[config.mk]
export PLATFORM = sky130hd
export DESIGN_NAME = exec_stage
export DESIGN_NICKNAME = d
export VERILOG_FILES = /design/src/rtl/exs_pkg.sv /design/src/rtl/exs_hwreg_mux.sv /design/src/rtl/exs_merge.sv /design/src/rtl/exs_out_reg.sv /design/src/rtl/exec_stage.sv
export SDC_FILE = /design/constraint.sdc
export NUM_CORES = 1
export LEC_CHECK = 0
export ABC_CLOCK_PERIOD_IN_PS = 1900
export BUFFER_PORTS_ARGS = -buffer_cell sky130_fd_sc_hd__clkbuf_2
export CAP_MARGIN = 15
export CORE_AREA = 2 2 150 152
export CTS_CLUSTER_DIAMETER = 60
export DETAILED_ROUTE_END_ITERATION = 8
export DIE_AREA = 0 0 152 154
export GPL_TIMING_DRIVEN = 0
export PLACE_DENSITY_LB_ADDON = 0.3
export SYNTH_ARGS = -nofsm -noshare
export SYNTH_HDL_FRONTEND = slang
export SYNTH_SLANG_ARGS = --single-unit
[constraint.sdc]
create_clock -name clk -period 1.9 [get_ports clk]
set_clock_uncertainty 0.1 [all_clocks]
set_input_delay 0.19 -clock clk [delete_from_list [all_inputs] [get_ports clk]]
set_output_delay 0.19 -clock clk [all_outputs]
set_load 0.03 [all_outputs]
[src/rtl/exs_pkg.sv]
package exs_pkg;
  localparam int CAUSE_W = 3;
  localparam logic [CAUSE_W-1:0] CAUSE_NONE = '0;
  localparam int HWR_SEL_W = 5;
  // fixed selector meanings of the hardware-register read path
  localparam logic [HWR_SEL_W-1:0] HWR_CPU_NUM  = 5'd0;
  localparam logic [HWR_SEL_W-1:0] HWR_ROW_SIZE = 5'd1;
  localparam logic [HWR_SEL_W-1:0] HWR_CYCLES   = 5'd2;
  localparam logic [HWR_SEL_W-1:0] HWR_CNT_RES  = 5'd3;
  localparam logic [HWR_SEL_W-1:0] HWR_USER     = 5'd29;
endpackage

[src/rtl/exs_hwreg_mux.sv]
module exs_hwreg_mux
  import exs_pkg::*;
#(
  parameter int DW        = 32,
  parameter int ROW_BYTES = 64
) (
  input  logic [HWR_SEL_W-1:0] sel,
  input  logic [DW-1:0]        cycle_count,
  input  logic [DW-1:0]        user_local,
  output logic [DW-1:0]        value
);
  localparam logic [DW-1:0] ROW_VAL = DW'(ROW_BYTES);
  localparam logic [DW-1:0] RES_VAL = DW'(1);

  always_comb begin
    unique case (sel)
      HWR_CPU_NUM:  value = '0;
      HWR_ROW_SIZE: value = ROW_VAL;
      HWR_CYCLES:   value = cycle_count;
      HWR_CNT_RES:  value = RES_VAL;
      HWR_USER:     value = user_local;
      default:      value = '0;
    endcase
  end
endmodule

[src/rtl/exs_merge.sv]
module exs_merge
  import exs_pkg::*;
#(
  parameter int DW = 32
) (
  input  logic [CAUSE_W-1:0] in_cause,
  input  logic               in_regwrite,
  input  logic               in_is_hwr,
  input  logic [DW-1:0]      hwr_value,
  input  logic [DW-1:0]      alu_result,
  input  logic               alu_discard,
  input  logic [CAUSE_W-1:0] alu_cause,
  output logic               alu_en,
  output logic [CAUSE_W-1:0] cause_o,
  output logic [DW-1:0]      value_o,
  output logic               regwrite_o
);
  logic pending;

  always_comb begin
    pending    = (in_cause != CAUSE_NONE);
    alu_en     = !pending;
    cause_o    = pending ? in_cause : alu_cause;
    regwrite_o = in_regwrite & ~(alu_en & alu_discard);
    if (pending)        value_o = '0;
    else if (in_is_hwr) value_o = hwr_value;
    else                value_o = alu_result;
  end
endmodule

[src/rtl/exs_out_reg.sv]
module exs_out_reg #(
  parameter int W = 8
) (
  input  logic         clk,
  input  logic         rst,
  input  logic         stall,
  input  logic         flush,
  input  logic         d_valid,
  input  logic [W-1:0] d,
  output logic         q_valid,
  output logic [W-1:0] q
);
  // an all-zero slot is the empty slot: cause none, no write
  always_ff @(posedge clk) begin
    if (rst || flush) begin
      q_valid <= 1'b0;
      q       <= '0;
    end else if (!stall) begin
      q_valid <= d_valid;
      q       <= d;
    end
  end
endmodule

[src/rtl/exec_stage.sv]
module exec_stage
  import exs_pkg::*;
#(
  parameter int DW        = 32,
  parameter int AW        = 32,
  parameter int OPW       = 6,
  parameter int ROW_BYTES = 64
) (
  input  logic                 clk,
  input  logic                 rst,
  input  logic                 stall,
  input  logic                 flush,
  input  logic                 in_valid,
  output logic                 in_ready,
  input  logic [AW-1:0]        in_pc,
  input  logic                 in_delay_slot,
  input  logic [CAUSE_W-1:0]   in_cause,
  input  logic                 in_regwrite,
  input  logic                 in_alusrc,
  input  logic                 in_is_hwr,
  input  logic [HWR_SEL_W-1:0] in_hwr_sel,
  input  logic [DW-1:0]        in_rs_val,
  input  logic [DW-1:0]        in_rt_val,
  input  logic [DW-1:0]        in_imm,
  input  logic [OPW-1:0]       in_aluop,
  output logic                 alu_en,
  output logic [OPW-1:0]       alu_op,
  output logic [DW-1:0]        alu_a,
  output logic [DW-1:0]        alu_b,
  input  logic [DW-1:0]        alu_result,
  input  logic                 alu_discard,
  input  logic [CAUSE_W-1:0]   alu_cause,
  input  logic [DW-1:0]        cycle_count,
  input  logic [DW-1:0]        user_local,
  output logic                 out_valid,
  output logic [AW-1:0]        out_pc,
  output logic                 out_delay_slot,
  output logic [CAUSE_W-1:0]   out_cause,
  output logic                 out_regwrite,
  output logic [DW-1:0]        out_value
);
  localparam int BW = AW + 1 + CAUSE_W + 1 + DW;

  logic [DW-1:0]      hwr_value;
  logic [CAUSE_W-1:0] nxt_cause;
  logic [DW-1:0]      nxt_value;
  logic               nxt_regwrite;
  logic [BW-1:0]      nxt_bundle;
  logic [BW-1:0]      cur_bundle;

  assign in_ready = !stall;
  assign alu_op   = in_aluop;
  assign alu_a    = in_rs_val;
  assign alu_b    = in_alusrc ? in_imm : in_rt_val;

  exs_hwreg_mux #(.DW(DW), .ROW_BYTES(ROW_BYTES)) hwr_i (
    .sel         (in_hwr_sel),
    .cycle_count (cycle_count),
    .user_local  (user_local),
    .value       (hwr_value)
  );

  exs_merge #(.DW(DW)) merge_i (
    .in_cause    (in_cause),
    .in_regwrite (in_regwrite),
    .in_is_hwr   (in_is_hwr),
    .hwr_value   (hwr_value),
    .alu_result  (alu_result),
    .alu_discard (alu_discard),
    .alu_cause   (alu_cause),
    .alu_en      (alu_en),
    .cause_o     (nxt_cause),
    .value_o     (nxt_value),
    .regwrite_o  (nxt_regwrite)
  );

  assign nxt_bundle = {in_pc, in_delay_slot, nxt_cause, nxt_regwrite, nxt_value};

  exs_out_reg #(.W(BW)) oreg_i (
    .clk     (clk),
    .rst     (rst),
    .stall   (stall),
    .flush   (flush),
    .d_valid (in_valid),
    .d       (nxt_bundle),
    .q_valid (out_valid),
    .q       (cur_bundle)
  );

  assign {out_pc, out_delay_slot, out_cause, out_regwrite, out_value} = cur_bundle;
endmodule

==> results of run 1 <==
-- sequential cells by signal (all words and copies together) (netlist names) --
name            count
oreg_i.q_valid      1
oreg_i.q           69
-- power by group through the flow --
| stage | clock [mW] | sequential [mW] | combinational (mW) |
|---|---|---|---|
| floorplan | 0 | 1.60 | 0.573 |
| global placement | 0 | 1.54 | 1.08 |
| detailed placement | 0 | 1.55 | 1.08 |
| CTS | 1.79 | 1.51 | 1.14 |
| global route | 1.84 | 1.52 | 1.22 |
| finish | 1.71 | 1.51 | 1.14 |
-- worst paths after layout --
kind                        startpoint                        end  slack, ns  cells past startpoint
max                          in_alusrc                   alu_b[8]       0.18                      4
min                        in_regwrite  oreg_i.q[32]$_SDFFE_PP0N_       0.06                      3
min reg2reg  oreg_i.q[32]$_SDFFE_PP0N_  oreg_i.q[32]$_SDFFE_PP0N_       0.37                      2
max reg2reg   oreg_i.q[0]$_SDFFE_PP0N_   oreg_i.q[0]$_SDFFE_PP0N_       0.88                      2
-- logic make-up after synthesis --
group	Yosys count	synth area share [%]
compound gates	137	23.6
simple gates	112	14.8
buf+inv	86	12.1
flops	70	32.7
mux	68	16.8
-- layer usage --
metal | vias up | track usage [%] | wire length (microns)
li1 | 2504 | - | -
met1 | 2302 | 22.5 | 9810
met2 | 205 | 26.5 | 9100
met3 | 21 | 7.33 | 1690
met4 | 4 | 3.43 | 268
met5 | - | 0 | 20
-- area by class of cell --
type                    count  share of cell area [%]
multi-input cells         317                    33.5
inverters                   3                   0.159
flip-flops and latches     70                    19.8
plain buffers              83                    7.16
clock buffers              12                    3.49
well taps                 280                    4.96
diodes                      2                  0.0709
clock inverters             3                   0.638
repair buffers            389                    30.2
-- worst reg2reg max path: stages (launching register included) --
cell and delay, ns:
dfxtp_1 0.34, a222oi_1 0.37, nor3_1 0.08
-- timing repair --
item	in CTS	in global routing
endpoints found under the hold margin	37	0
resized for setup	0	0
hold buffers	37	0
-- cell usage in the layout, fill, tap and decap left out, types with 3 or more instances in the layout --
cell type        n
dlygate4sd3_1   37
mux2i_1         36
inv_1            3
buf_4           39
a211oi_1         5
a21oi_1         34
dfxtp_1         70
clkbuf_1        24
nor2_1          37
buf_6            4
o21ai_0          4
buf_2           14
o21ai_1         30
a211oi_2        25
buf_1            4
clkbuf_16        9
mux2_2          32
and3_1          61
a22oi_1         30
clkbuf_2       352
==> impl_metrics.toml, run 1 <==
[synthesis]
ys_ff_latch = 70
synth_seq_area_share_pct = 32.7
synth_area_per_cell_sq_um = 9.06
synth.distinct_cells = 36
syn-num-nets = 724
ys.flop_type = "dfxtp_1"
yosysTopAreaCell = "dfxtp_1"
synth_edf_count = 0
synth_area_sq_um = 4280
yosys_warnings = 0
postSynth.asyncResetShare_pct = 0
netlist.area_leader.share_pct = 32.7
synthTopCellsByCount = "70 x dfxtp_1, 61 x and3_1, 39 x buf_4"
synthTopCellsByArea = "dfxtp_1 33%, and3_1 8.9%, mux2i_1 8.4%, mux2_2 8.4%, a211oi_2 7.3%"
synth_most_common_cell = "dfxtp_1"
syn_inst = 473

[power_and_ir_drop]
power_frac_comb_pct = 26.1
power.static_leakage_nw = 3.57
sw_frac_of_total_pct = 30.5
netSwitchingPower_mw = 1.33
total_power_mw = 4.36
pwr-share-clk_pct = 39.3
p_int_mw = 3.03
max-vdd-ir-drop_mv = 0.418
powerDensity_nw_per_um2 = 618
seqPwrFrac_pct = 34.7

[sta]
setup_ws_ns = 0.183
setup_violations = 0
holdWs_ns = 0.0560
hold_viol_final = 0
setup_tns_ns = 0
fmax_mhz = 583
rsz0062_at_grt = "false"
period_share_pct = 90.4
drv_slew = 0
worstMarginPinSlew_ns = 0.839
min_period_ns = 1.72
relSlewSlack_pct = 43.7

[floorplanning]
die-width_microns = 152
io_pins = 393
dieArea_sq_um = 23400
fp.coreArea_sq_um = 21700
start_util_pct = 19.8
die_h_microns = 154
rows = 54

[worst_setup_path]
crit_required_ns = 1.61
critPathArrivalTime_ns = 1.43
crit_buf_inv = 3
crit_family = "buffers and inverters"
critPathKind = "in2out"
crit_fanout = 10
end_kind = "output port"
cp_cell_sequence = "clkbuf_1, buf_2, mux2_2, clkbuf_2"
slowest_delay_ns = 0.38
cp_slowest_cell = "mux2_2"
cp-start-kind = "primary input"

[placed_design]
dp_hpwl_microns = 16900
placed_cells = 1105
gp_congestion = 0.919
io_buffers = 352
place_area_sq_um = 6400
place_ws_ns = 0.0393

[clock_network]
cts_buffers = 9
cts_root_buf = "clkbuf_16"
clock_path_buffers = 2
cts.sinks = 70
post_cts_buffers = 0
clk_pin_slew_ns = 0.06
cts_htree_levels = 3
cts_tree = "built"
clock_latency_ns = 0.33

[grt]
grtUsageTotal_pct = 17.2
grt_overflow_total = 0
antenna_found_initial = 4
grt_pass1_wl_microns = 30600
grt_pass1_vias = 5092
grt_max_degree = 12

[routing]
first_pass_iters = 4
drt-total-wl_microns = 20900
drt-vias-per-instance = 4.35
drc = 0
drt_iter0_drc = 235
vias = 5036
ant_nets = 0
avgRoutedWirePerCell_microns = 18.0

[final_layout]
final_util_pct = 32.6
design_area_sq_um = 7060
n_fill_cell = 2339
multi_input_area_sq_um = 2370
final_nets = 1124
seqCellArea_sq_um = 1400
area_growth_syn_to_layout_pct = 64.9
instances_no_fill = 1159
drive_above_1_share_pct = 55.6

[run]
cap_violations = 0

[worst_hold_path]
hold_path.class = "in2reg"

[status]
status = "finished, final reports clean"
Power figures use the tool's default switching activity.
==> run 2: changes to the inputs <==
Settings changed: CORE_AREA 2 2 150 152 to 2 2 152 154, DIE_AREA 0 0 152 154 to 0 0 154 156, SYNTH_HIERARCHICAL set to 1.
==> impl_metrics.toml, run 2 <==
[status]
status = "finished, final reports clean"

[sta]
worstMarginPinSlew_ns = 0.377
hold_viol_final = 0
rsz0062_at_grt = "false"
min_period_ns = 1.67
drv_slew = 0
setup_tns_ns = 0
setup_violations = 0
fmax_mhz = 598
period_share_pct = 88.1
relSlewSlack_pct = 74.8

[worst_setup_path]
end_kind = "flop"
path_depth = 9
cp_cell_sequence = "clkbuf_2, nand2b_1, nor2_2, buf_2, a22o_1, mux2i_1, nor2_1, mux2i_1, nor2_1"
crit_family = "simple AND/OR/NAND/NOR gates"
cp-start-kind = "primary input"
crit_fanout = 10
critPathArrivalTime_ns = 1.85
crit_buf_inv = 2
reg2reg_depth = 2
critPathKind = "in2reg"
slowest_delay_ns = 0.39
crit_required_ns = 2.08
cp_slowest_cell = "buf_2"

[floorplanning]
die-width_microns = 154
fp.coreArea_sq_um = 22400
start_util_pct = 19.4
rows = 55
io_pins = 393
die_h_microns = 156
dieArea_sq_um = 24000

[routing]
first_pass_iters = 4
avgRoutedWirePerCell_microns = 14.9
drt_iter0_drc = 191
drc = 0
ant_nets = 0
drt-vias-per-instance = 4.00
vias = 4461
drt-total-wl_microns = 16600

[clock_network]
clk_pin_slew_ns = 0.06
cts_buffers = 9
cts.sinks = 70
clock_path_buffers = 2
clock_latency_ns = 0.34
cts_htree_levels = 3
cts_tree = "built"
cts_root_buf = "clkbuf_16"

[synthesis]
synth_area_per_cell_sq_um = 10.1
synthTopCellsByArea = "dfxtp_1 32%, mux2i_1 23%, mux2_4 10%, nor2_1 9.2%, buf_4 6.7%"
synth_area_sq_um = 4350
yosys_warnings = 6
syn_inst = 430
synthTopCellsByCount = "106 x nor2_1, 102 x mux2i_1, 70 x dfxtp_1"
synth.distinct_cells = 30
synth_most_common_cell = "nor2_1"
yosysTopAreaCell = "dfxtp_1"
ys_ff_latch = 70
synth_edf_count = 0
synth_seq_area_share_pct = 32.2
syn-num-nets = 681
netlist.area_leader.share_pct = 32.2
postSynth.asyncResetShare_pct = 0
ys.flop_type = "dfxtp_1"

[grt]
grtUsageTotal_pct = 13.2
grt_pass1_vias = 4527
antenna_found_initial = 0
grt_max_degree = 14
grt_overflow_total = 0
grt_pass1_wl_microns = 24300

[run]
cap_violations = 0

[final_layout]
final_common_cell = "clkbuf_2"
largest_register_ffs = 69
top_regs = "oreg_i/q: 69 flops, oreg_i/q_valid: 1 flops"
area_growth_syn_to_layout_pct = 63.3
antenna_cells = 0
drive_above_1_share_pct = 57.5
final_util_pct = 31.7
final_nets = 1077
top_register = "oreg_i/q"
design_area_sq_um = 7100
final_cell_mix = "353 x clkbuf_2, 105 x nor2_1, 102 x mux2i_1, 70 x dfxtp_1, 39 x buf_4"

[power_and_ir_drop]
powerDensity_nw_per_um2 = 623
power.static_leakage_nw = 3.84
max-vdd-ir-drop_mv = 0.326

[placed_design]
io_buffers = 352
place_area_sq_um = 6460
gp_congestion = 0.756
dp_hpwl_microns = 13500

[worst_hold_path]
hold_depth = 3
hold_path.class = "in2reg"
[run 2: cell types whose count changed after synthesis, moves of 34 or more]
cell     change
a21oi_1     -34
mux2i_1     +66
nor2_1      +69
and3_1      -61
[run 2: what timing repair did]
item	in CTS	in global routing
hold buffers	33	0
buffers inserted	0	0
endpoints found under the hold margin	33	0
setup endpoints to repair	11	0
resized for setup	2	0
[run 2: routing by layer]
layer	vias to the layer above	GRT usage (%)	wire (microns)
met2	220	25.2	8700
met4	0	5.07	289
met1	1987	14.6	6560
met3	17	2.39	1080
met5	-	0	0
li1	2237	-	-
[run 2: kinds of logic after synthesis]
group | synth area share, %
compound gates | 7.31
buf+inv | 15.3
flops | 32.2
mux | 34.4
simple gates | 10.8
[run 2: power breakdown]
part	internal, mW	total, mW	switching [mW]
clock	1.03	1.74	0.716
combinational	0.567	1.17	0.603
sequential	1.50	1.51	0.0144
[run 2: final timing paths]
path | start | end | slack (ns)
max | in_hwr_sel[1] | oreg_i/q[25]$_SDFFE_PP0N_ | 0.23
min | in_pc[26] | oreg_i/q[63]$_SDFFE_PP0N_ | 0.01
max reg2reg | oreg_i/q[50]$_SDFFE_PP0N_ | oreg_i/q[50]$_SDFFE_PP0N_ | 1.17
min reg2reg | oreg_i/q[25]$_SDFFE_PP0N_ | oreg_i/q[25]$_SDFFE_PP0N_ | 0.39
[run 2: cell type report]
type	instances	area, sq um
Multi-Input combinational cell	286	2280
Sequential cell	70	1400
Fill cell	2416	15300
Clock inverter	6	70.1
Inverter	2	7.51
Buffer	72	658
Tap cell	285	357
Clock buffer	10	229
Timing Repair Buffer	385	2090
[run 2: worst reg2reg max path, stage by stage, from the launching register on]
cell and delay [ns]:
dfxtp_1 0.32, mux2i_1 0.15, nor2_1 0.05
[run 2: per-stage QoR]
| stage | setup slack [ns] | power [mW] | instances | hold slack [ns] |
|---|---|---|---|---|
| after CTS | 0.150 | 4.52 | 1116 | 0.00681 |
| after detailed placement | -0.589 | 2.67 | 1067 | 0.329 |
| after floorplan | 0.338 | 2.25 | 430 | 0.234 |
| after global placement | -0.527 | 2.67 | 1067 | 0.320 |
| final | 0.226 | 4.43 | 1116 | 0.0105 |
| after global routing | 0.0539 | 4.63 | 1116 | 0.0296 |
==> run 3: changes to the inputs <==
==> constraint.sdc (replaced) <==
create_clock -name clk -period 1.9 [get_ports clk]
set_clock_uncertainty 0.1 [all_clocks]
set_input_delay 0.38 -clock clk [delete_from_list [all_inputs] [get_ports clk]]
set_output_delay 0.38 -clock clk [all_outputs]
set_load 0.03 [all_outputs]
==> impl_metrics.toml, run 3 (synthesized netlist as in run 2, its figures left out) <==
[floorplanning]
io_pins = 393
die-width_microns = 154
die_h_microns = 156
start_util_pct = 19.4
dieArea_sq_um = 24000
rows = 55
fp.coreArea_sq_um = 22400

[final_layout]
antenna_cells = 0
largest_register_ffs = 69
drive_above_1_share_pct = 60.0
top_register = "oreg_i/q"
final_nets = 1044
area_growth_syn_to_layout_pct = 56.1
final_common_cell = "clkbuf_2"
design_area_sq_um = 6790
final_cell_mix = "352 x clkbuf_2, 105 x nor2_1, 101 x mux2i_1, 70 x dfxtp_1, 40 x buf_4"
multi_input_area_sq_um = 2290
n_fill_cell = 2440
final_util_pct = 30.3
seqCellArea_sq_um = 1400
top_regs = "oreg_i/q: 69 flops, oreg_i/q_valid: 1 flops"

[power_and_ir_drop]
max-vdd-ir-drop_mv = 0.327
powerDensity_nw_per_um2 = 644
pwr-share-clk_pct = 39.8
netSwitchingPower_mw = 1.32
p_int_mw = 3.05
seqPwrFrac_pct = 34.6
power.static_leakage_nw = 3.70
power_frac_comb_pct = 25.6
sw_frac_of_total_pct = 30.2

[sta]
setup_tns_ns = 0
rsz0062_at_grt = "false"
min_period_ns = 1.77
hold_viol_final = 0
period_share_pct = 93.2
fmax_mhz = 564
worstMarginPinSlew_ns = 0.349
drv_slew = 0
setup_violations = 0
relSlewSlack_pct = 76.7
holdWs_ns = 0.168

[routing]
vias = 4329
drt_iter0_drc = 180
drc = 0
drt-vias-per-instance = 4.00
first_pass_iters = 4
ant_nets = 0
avgRoutedWirePerCell_microns = 15.0
drt-total-wl_microns = 16300

[clock_network]
cts_htree_levels = 3
clk_pin_slew_ns = 0.06
clock_latency_ns = 0.33
clock_path_buffers = 2
cts_tree = "built"
cts_root_buf = "clkbuf_16"
post_cts_buffers = 0
cts.sinks = 70
cts_buffers = 9

[worst_setup_path]
crit_required_ns = 1.42
crit_buf_inv = 4
crit_fanout = 6
cp-start-kind = "primary input"
end_kind = "output port"
critPathArrivalTime_ns = 1.29
cp_slowest_cell = "or3_1"
crit_family = "buffers and inverters"
slowest_delay_ns = 0.38
critPathKind = "in2out"
crit_path_frequent_cell = "clkbuf_2"
cp_cell_sequence = "clkbuf_2, or3_1, buf_6, inv_2, clkbuf_2"

[worst_hold_path]
hold_path.class = "in2reg"

[grt]
grt_pass1_vias = 4343
grtUsageTotal_pct = 13.0
grt_max_degree = 14
antenna_found_initial = 0
grt_overflow_total = 0
grt_pass1_wl_microns = 23700

[status]
status = "finished, final reports clean"

[run]
cap_violations = 0

[placed_design]
io_buffers = 352
dp_hpwl_microns = 13500
gp_congestion = 0.756
place_area_sq_um = 6460
run 3: metrics by stage:
step	worst slack [ns]	cells	power, mW
2_1_floorplan	0.148	430	2.25
3_3_place_gp	-0.717	1067	2.67
3_5_place_dp	-0.779	1067	2.67
4_1_cts	0.0390	1083	4.47
5_1_grt	0.00429	1083	4.58
6_report	0.128	1083	4.37
run 3: area by class of cell:
| cell class | instances | share of cell area, % |
|---|---|---|
| repair buffers | 352 | 26.0 |
| well taps | 285 | 5.26 |
| multi-input cells | 286 | 33.8 |
| flip-flops and latches | 70 | 20.7 |
| clock inverters | 6 | 1.03 |
| plain buffers | 72 | 9.83 |
| inverters | 2 | 0.111 |
| clock buffers | 10 | 3.37 |
run 3: final timing paths:
check	from	endpoint	slack, ns	cells after the start
hold reg to reg	oreg_i/q[25]$_SDFFE_PP0N_	oreg_i/q[25]$_SDFFE_PP0N_	0.39	2
setup reg to reg	oreg_i/q[20]$_SDFFE_PP0N_	oreg_i/q[20]$_SDFFE_PP0N_	1.19	2
setup / recovery	in_cause[2]	alu_en	0.13	5
hold / removal	in_pc[9]	oreg_i/q[46]$_SDFFE_PP0N_	0.17	3
run 3: worst reg2reg max path, cell delays in order, from the launching register on:
cell and delay (ns):
dfxtp_1 0.31, mux2i_1 0.14, nor2_1 0.05
run 3: per-layer routing:
layer / track usage (%) / part of all wire, % / vias up
met2: 24.5 / 52 / 212
met4: 4.90 / 1.7 / 0
met3: 2.36 / 6.7 / 15
li1: - / - / 2171
met5: 0 / 0 / -
met1: 14.5 / 39 / 1931
run 3: power groups by stage:
stage | Clock [mW] | Combinational (mW) | Sequential [mW]
finish | 1.74 | 1.12 | 1.51
global placement | 0 | 1.13 | 1.54
detailed placement | 0 | 1.13 | 1.54
CTS | 1.83 | 1.13 | 1.51
global route | 1.87 | 1.20 | 1.51
floorplan | 0 | 0.652 | 1.60
run 3: repair_timing:
action	4_1_cts	5_1_grt
gates cloned	0	0
hold buffers	0	0
gates resized for setup	3	5
pin swaps	0	1
setup endpoints to repair	22	13
